$ cat src/rtl/chanload_pkg.sv
package chanload_pkg;

    localparam int ADDR_W      = 11;
    localparam int CHAN_W      = 8;
    localparam int BYTE_W      = 8;
    localparam int ENTRY_BYTES = 4;
    localparam int IDX_W       = $clog2(ENTRY_BYTES);
    localparam int BIT_IDX_W   = $clog2(BYTE_W);
    localparam logic [ADDR_W-1:0] RX_BASE = 11'h000;
    localparam logic [ADDR_W-1:0] TX_BASE = 11'h400;

    typedef enum logic [2:0] {
        ST_IDLE,
        ST_ADDR,
        ST_GRAB,
        ST_LOW,
        ST_HIGH,
        ST_LOAD
    } ld_state_e;

    typedef struct packed {
        logic              clk;
        logic              load;
        logic              done;
    } ser_ctl_t;

    function automatic logic [ADDR_W-1:0] entry_addr(
        input logic [CHAN_W-1:0] chan,
        input logic              tx
    );
        logic [ADDR_W-1:0] base;
        base = tx ? TX_BASE : RX_BASE;
        return base + (ADDR_W'(chan) << IDX_W);
    endfunction

endpackage

$ cat src/rtl/chanload_tick.sv
module chanload_tick #(
    parameter int HALF_DIV = 3
) (
    input  logic clk,
    input  logic rst,
    input  logic en,
    output logic tick
);
    localparam int CNT_W = $clog2(HALF_DIV) + 1;
    localparam logic [CNT_W-1:0] LAST = CNT_W'(HALF_DIV - 1);

    logic [CNT_W-1:0] cnt_q;

    always_ff @(posedge clk) begin
        if (rst || !en) begin
            cnt_q <= '0;
        end else if (cnt_q == LAST) begin
            cnt_q <= '0;
        end else begin
            cnt_q <= cnt_q + 1'b1;
        end
    end

    assign tick = en && (cnt_q == LAST);

    // the divider count never passes its terminal value
    a_r8_cnt_bound: assert property (@(posedge clk) disable iff (rst)
        cnt_q <= LAST);

endmodule

$ cat src/rtl/chanload_shift.sv
module chanload_shift #(
    parameter int WIDTH = 8
) (
    input  logic             clk,
    input  logic             rst,
    input  logic             ld,
    input  logic [WIDTH-1:0] din,
    input  logic             shift,
    output logic             msb
);
    logic [WIDTH-1:0] sr_q;

    always_ff @(posedge clk) begin
        if (rst) begin
            sr_q <= '0;
        end else if (ld) begin
            sr_q <= din;
        end else if (shift) begin
            sr_q <= {sr_q[WIDTH-2:0], 1'b0};
        end
    end

    assign msb = sr_q[WIDTH-1];

endmodule

$ cat src/rtl/chanload_ctrl.sv
module chanload_ctrl
    import chanload_pkg::*;
(
    input  logic              clk,
    input  logic              rst,
    input  logic              start,
    input  logic [CHAN_W-1:0] chan,
    input  logic              tx_sel,
    input  logic              tick,
    output logic              tick_en,
    output logic [ADDR_W-1:0] rom_addr,
    output logic              sh_ld,
    output logic              sh_shift,
    output logic              bit_phase,
    output logic              busy,
    output ser_ctl_t          ctl
);
    localparam logic [BIT_IDX_W-1:0] LAST_BIT  = BIT_IDX_W'(BYTE_W - 1);
    localparam logic [IDX_W-1:0]     LAST_BYTE = IDX_W'(ENTRY_BYTES - 1);

    ld_state_e            state_q, state_n;
    logic [ADDR_W-1:0]    addr_q;
    logic [BIT_IDX_W-1:0] bit_q;
    logic [IDX_W-1:0]     byte_q;
    logic                 half_q;
    ser_ctl_t             ctl_q;

    always_comb begin
        state_n = state_q;
        unique case (state_q)
            ST_IDLE: if (start) state_n = ST_ADDR;
            ST_ADDR: state_n = ST_GRAB;
            ST_GRAB: state_n = ST_LOW;
            ST_LOW:  if (tick) state_n = ST_HIGH;
            ST_HIGH: if (tick) begin
                if (bit_q != LAST_BIT)       state_n = ST_LOW;
                else if (byte_q != LAST_BYTE) state_n = ST_ADDR;
                else                          state_n = ST_LOAD;
            end
            ST_LOAD: if (tick && half_q) state_n = ST_IDLE;
            default: state_n = ST_IDLE;
        endcase
    end

    always_ff @(posedge clk) begin
        if (rst) begin
            state_q <= ST_IDLE;
            addr_q  <= '0;
            bit_q   <= '0;
            byte_q  <= '0;
            half_q  <= 1'b0;
            ctl_q   <= '0;
        end else begin
            state_q    <= state_n;
            ctl_q.clk  <= (state_n == ST_HIGH);
            ctl_q.load <= (state_n == ST_LOAD);
            ctl_q.done <= (state_q == ST_LOAD) && (state_n == ST_IDLE);
            if (state_q == ST_IDLE && start) begin
                addr_q <= entry_addr(chan, tx_sel);
                bit_q  <= '0;
                byte_q <= '0;
            end
            if (state_q == ST_HIGH && tick) begin
                if (bit_q == LAST_BIT) begin
                    bit_q <= '0;
                    if (byte_q != LAST_BYTE) begin
                        byte_q <= byte_q + 1'b1;
                        addr_q <= addr_q + 1'b1;
                    end
                end else begin
                    bit_q <= bit_q + 1'b1;
                end
            end
            if (state_q != ST_LOAD) begin
                half_q <= 1'b0;
            end else if (tick) begin
                half_q <= ~half_q;
            end
        end
    end

    assign tick_en   = (state_q == ST_LOW) || (state_q == ST_HIGH) || (state_q == ST_LOAD);
    assign sh_ld     = (state_q == ST_GRAB);
    assign sh_shift  = (state_q == ST_HIGH) && tick && (bit_q != LAST_BIT);
    assign bit_phase = (state_q == ST_LOW) || (state_q == ST_HIGH);
    assign busy      = (state_q != ST_IDLE);
    assign rom_addr  = addr_q;
    assign ctl       = ctl_q;

    // the address is held while its byte is being captured
    a_r1_addr_hold: assert property (@(posedge clk) disable iff (rst)
        (state_q == ST_GRAB) |-> $stable(addr_q));

    // a start during a transfer never restarts addressing
    a_r7_no_restart: assert property (@(posedge clk) disable iff (rst)
        (busy && start && state_q != ST_HIGH) |=> $stable(addr_q));

    // done lasts a single cycle and coincides with the idle state
    a_r6_done_single: assert property (@(posedge clk) disable iff (rst)
        ctl_q.done |=> !ctl_q.done);
    a_r6_done_idle: assert property (@(posedge clk) disable iff (rst)
        ctl_q.done |-> !busy);

endmodule

$ cat src/rtl/chanload_top.sv
module chanload_top
    import chanload_pkg::*;
#(
    parameter int HALF_DIV = 3
) (
    input  logic              clk,
    input  logic              rst,
    input  logic              start,
    input  logic [CHAN_W-1:0] chan,
    input  logic              tx_sel,
    output logic [ADDR_W-1:0] rom_addr,
    input  logic [BYTE_W-1:0] rom_data,
    output logic              busy,
    output logic              done,
    output logic              ser_data,
    output logic              ser_clk,
    output logic              ser_load
);
    logic     tick, tick_en, sh_ld, sh_shift, bit_phase, msb;
    ser_ctl_t ctl;

    chanload_tick #(.HALF_DIV(HALF_DIV)) u_tick (
        .clk  (clk),
        .rst  (rst),
        .en   (tick_en),
        .tick (tick)
    );

    chanload_ctrl u_ctrl (
        .clk       (clk),
        .rst       (rst),
        .start     (start),
        .chan      (chan),
        .tx_sel    (tx_sel),
        .tick      (tick),
        .tick_en   (tick_en),
        .rom_addr  (rom_addr),
        .sh_ld     (sh_ld),
        .sh_shift  (sh_shift),
        .bit_phase (bit_phase),
        .busy      (busy),
        .ctl       (ctl)
    );

    chanload_shift #(.WIDTH(BYTE_W)) u_shift (
        .clk   (clk),
        .rst   (rst),
        .ld    (sh_ld),
        .din   (rom_data),
        .shift (sh_shift),
        .msb   (msb)
    );

    assign ser_data = msb && bit_phase;
    assign ser_clk  = ctl.clk;
    assign ser_load = ctl.load;
    assign done     = ctl.done;

    // data is steady through every high phase of the serial clock
    a_r3_data_steady: assert property (@(posedge clk) disable iff (rst)
        (ser_clk && $past(ser_clk)) |-> $stable(ser_data));

    // the serial clock rests low during the load strobe
    a_r5_load_clk_low: assert property (@(posedge clk) disable iff (rst)
        ser_load |-> !ser_clk);

endmodule

$ cat config.mk
export PLATFORM = sky130hd
export DESIGN_NAME = chanload_top
export DESIGN_NICKNAME = d
export VERILOG_FILES = /design/src/rtl/chanload_pkg.sv /design/src/rtl/chanload_tick.sv /design/src/rtl/chanload_shift.sv /design/src/rtl/chanload_ctrl.sv /design/src/rtl/chanload_top.sv
export SDC_FILE = /design/constraint.sdc
export NUM_CORES = 1
export LEC_CHECK = 0
export ABC_AREA = 1
export BUFFER_PORTS_ARGS = -buffer_cell sky130_fd_sc_hd__buf_2
export CAP_MARGIN = 10
export CORE_ASPECT_RATIO = 0.8
export CORE_MARGIN = 2
export CORE_UTILIZATION = 45
export CTS_CLUSTER_DIAMETER = 80
export DETAILED_ROUTE_END_ITERATION = 6
export GPL_ROUTABILITY_DRIVEN = 0
export PLACE_DENSITY = 0.66
export REMOVE_ABC_BUFFERS = 1
export SLEW_MARGIN = 20
export SYNTH_ARGS = -nofsm -noshare
export SYNTH_HDL_FRONTEND = slang
export SYNTH_SLANG_ARGS = --single-unit
$ cat constraint.sdc
create_clock -name clk -period 1.7 [get_ports clk]
set_input_delay 0.34 -clock clk [delete_from_list [all_inputs] [get_ports clk]]
set_output_delay 0.34 -clock clk [all_outputs]
set_load 0.02 [all_outputs]
==> summary.md <==
| Metric | Value |
|---|---|
| TritonCTS Buffers | 5 |
| Routed via count | roughly 1.8k |
| Average cell area after synthesis | 6.56 um2 |
| Routed wire length | 4050 um |
| Clock skew | about 7.6 ps |
| Cells along the critical path | inv_2, nor2_2, nand2_1, a21oi_2, buf_4 |
| Buffers plus inverters on the worst setup path | 2 |
| Dominant cell type by area after synthesis | sky130_fd_sc_hd__dfxtp_1 |
| DPL Wire Length | between 2000 and 3000 um |
| Total GRT Usage | 0.190 |
| Arrival time at the worst endpoint | 1290 ps |
| Proportion of layout cells with a drive suffix above 1 | 0.203 |
| Area of the multi-input gates | 1030 um2 |
| Reg-to-reg endpoint | u_ctrl.rom_addr[10]$_SDFF_PP0_ |
| CTS Buffer Depth | 2 |
| EDFF count, synth | 0 |
| Number of hold buffers added after cts | 0 |
| Die X-Extent | 76.2 um |
| Worst hold margin | 302 ps |
| Die ar. | 4700 um2 |
| Total number of yosys warnings | 0 |
| Maximum cell stage delay along the critical path | 360 ps |
| Number of pins exceeding their max-slew limit in the final report | 0 |
| Initial Util | 0.480 |
| Post-route clock period utilization | 0.962 |
| Floorplan core area | 3900 um2 |
| Via count of the first global-routing pass | 1529 |
| Largest cells by area after synthesis | sky130_fd_sc_hd__dfxtp_1 (36%), sky130_fd_sc_hd__nand2_1 (14%), sky130_fd_sc_hd__nor2_1 (12%), sky130_fd_sc_hd__inv_1 (6.0%), sky130_fd_sc_hd__nand3_1 (5.1%) |
| CTS root buffer | sky130_fd_sc_hd__clkbuf_8 |
| Count of distinct cell types in the synthesized netlist | 25 |
| Row cnt | 20 |
| Count of pins on the block boundary | 36 |
| Synthesis-stage register bit count | 34 |
| Residual antenna-violating net count after detailed routing | 0 |
| Design Area, Final | 2260 um2 |
| Leakage power | 1.15 nW |
| Launching element type of the critical path | flop |
| Outcome | complete, no violations |
| CP required | approximately 1400 ps |
| Post-layout minimum cycle time | 1630 ps |
| Type of the setup path with the least slack | flop to primary output |
| Headroom to the max-slew limit | 0.798 |
| CTS sink cnt | 34 |
| Highest ir drop seen on vdd | 444 uV |
| Fmax | 612 MHz |
| Critical Path Stages | 5 |
| Path type of the worst min-delay path | input port to flop |
| Min setup slack post-route | 65.0 ps |
| Placed standard-cell area | 2130 um2 |
| DRC errors left | 0 |
| Clk pin slew, worst setup/hold paths | about 70 ps |
| Worst Hold Depth | 3 |
| Final hold vios | 0 |
| Max-cap check violation count | 0 |
| Worst Setup End Kind | primary output |
| End-of-flow core utilization | 0.578 |
| Uppermost signal routing layer after detailed routing | met4 |
| Top_reg_cell synth | sky130_fd_sc_hd__dfxtp_1 |
| Post-Synthesis Cells | roughly 290 |
| Cell with the largest stage delay on the worst path | sky130_fd_sc_hd__dfxtp_2 |
| Worst reg2reg startpoint | u_ctrl.bit_q[0]$_SDFFE_PP0P_ |
| Hold worst-path end | u_shift.sr_q[0]$_SDFFE_PP0P_ |
| Fraction of synthesis flops using an asynchronous set or reset pin | 0 |
| Most common cell in the netlist | sky130_fd_sc_hd__nand2_1 |
| Maximum number of pins on one net before global-route repair | 24 |
| R2R Setup Slk | 160 ps |
| Power per standard cell area | ~840 nW/um2 |
| Wirelength per Cell | 10.5 um |
| Violation count after the first detailed-routing iteration | between 90 and 100 |
| Sequential element share of the synthesized area | 0.363 |
| Post-route total power | ~0.0019 W |
| Netlist area before placement | ~1900 um2 |
| CP delay by family, top | flip-flops |
| TritonCTS clock tree | yes |
| CTS H-tree depth | 2 |
| Post-place setup slack | 120 ps |
| Sequential cell area | 682 um2 |
| Area delta synth->final | 20.3% |
| Cell count of the worst reg-to-reg path | 9 |
| Clock latency on the worst-skew pair | around 290 ps |
| Number of fillers in the final layout | 397 |
| Initial antenna violation count | 0 |
| Routed wl met2 | 1560 um |
| Count of input and output buffers | 35 |
| Avg Vias per Cell | 4.69 |
| Final setup viols | 0 |
| Met1 Wirelength | 2170 um |
| Die H | roughly 60 um |
| Met3 wire length | 209 um |
| Launching element of the worst setup path | u_ctrl.state_q[1]$_SDFF_PP0_ |
| Wire length of the first global-routing pass | 6800 um |
| Antenna cell count | 0 |
| Layout net count | 355 |
| Maximum net fanout on the critical path | 4 |
| Area fraction of the dominant cell type after synthesis | 0.363 |
| Worst Max-Slew Pin Slew | 303 ps |
| Hold_sp | rom_data[0] |
| Leading cell types by count after synthesis | sky130_fd_sc_hd__nand2_1 (68), sky130_fd_sc_hd__nor2_1 (61), sky130_fd_sc_hd__dfxtp_1 (34) |
| Total gr overflow | 0 |
| DRT Pass-1 Iters | 4 |
==> cells in the final DEF (no fill, tap or decap), types with 6 or more instances in the layout <==
master,Yosys,routed
sky130_fd_sc_hd__nand4_1,9,9
sky130_fd_sc_hd__o21ai_0,8,8
sky130_fd_sc_hd__ha_1,6,6
sky130_fd_sc_hd__o21ai_1,8,8
sky130_fd_sc_hd__buf_2,1,34
sky130_fd_sc_hd__dfxtp_1,34,33
sky130_fd_sc_hd__a21oi_1,12,11
sky130_fd_sc_hd__nand3_1,19,19
sky130_fd_sc_hd__buf_4,0,8
sky130_fd_sc_hd__clkbuf_8,0,8
sky130_fd_sc_hd__nor2_1,61,61
sky130_fd_sc_hd__nand2_1,68,67
sky130_fd_sc_hd__inv_1,30,30
==> flip-flops by register name, summed over array words and instances (netlist names) <==
register and count:
u_ctrl.rom_addr 11, u_shift.sr_q 8, u_ctrl.bit_q 3, u_ctrl.ctl 3, u_ctrl.state_q 3, u_tick.cnt_q 3
u_ctrl.byte_q 2, u_ctrl.half_q 1
==> how the worst max path moves through the flow <==
stage	to	slack (ps)
6_report	ser_data	70
5_1_grt	u_ctrl.ctl[0]$_SDFF_PP0_	-1
4_1_cts	ser_data	10
3_5_place_dp	u_ctrl.rom_addr[10]$_SDFF_PP0_	120
3_3_place_gp	u_ctrl.rom_addr[10]$_SDFF_PP0_	160
2_1_floorplan	u_ctrl.rom_addr[8]$_SDFF_PP0_	280
==> cell type report <==
cell class	instances	area share
multi-input cells	212	0.459
well taps	55	0.0305
inverters	34	0.0577
flip-flops and latches	34	0.302
clock buffers	8	0.0488
repair buffers	42	0.102
==> per-layer routing <==
metal / track usage / up-vias
li1: - / 995
met1: 0.262 / 764
met2: 0.274 / 38
met3: 0.0477 / 10
met4: 0.114 / 0
met5: 0 / -
==> worst min-delay path, cell delays in order <==
cell	delay (ps)
sky130_fd_sc_hd__buf_2	90
sky130_fd_sc_hd__nand2_1	50
sky130_fd_sc_hd__a21oi_1	60
==> metrics by stage <==
stage               instances  TNS, ps
floorplan                 280        0
global placement          376        0
detailed placement        376        0
CTS                       384        0
global route              385    -1.38
finish                    385        0
==> cells by family after synthesis <==
group	after synthesis	share of synthesized area
XOR/XNOR	6	0.0280
adder cells (fa/ha/maj)	6	0.0400
buffers and inverters	40	0.0887
AO/OA/AOI/OAI	32	0.0907
AND/OR/NAND/NOR	168	0.390
flip-flops	34	0.363
==> report_power, final <==
part	switching, W	internal, W
clock	0.000293	0.000409
sequential	0.0000417	0.000838
combinational	0.000198	0.000124
==> timing repair <==
| action | CTS | global route |
|---|---|---|
| endpoints found under the setup margin | 1 | 8 |
| setup buffers | 0 | 1 |
| gates resized for setup | 1 | 4 |
| pin swaps | 0 | 2 |
Power figures use the tool's default switching activity.
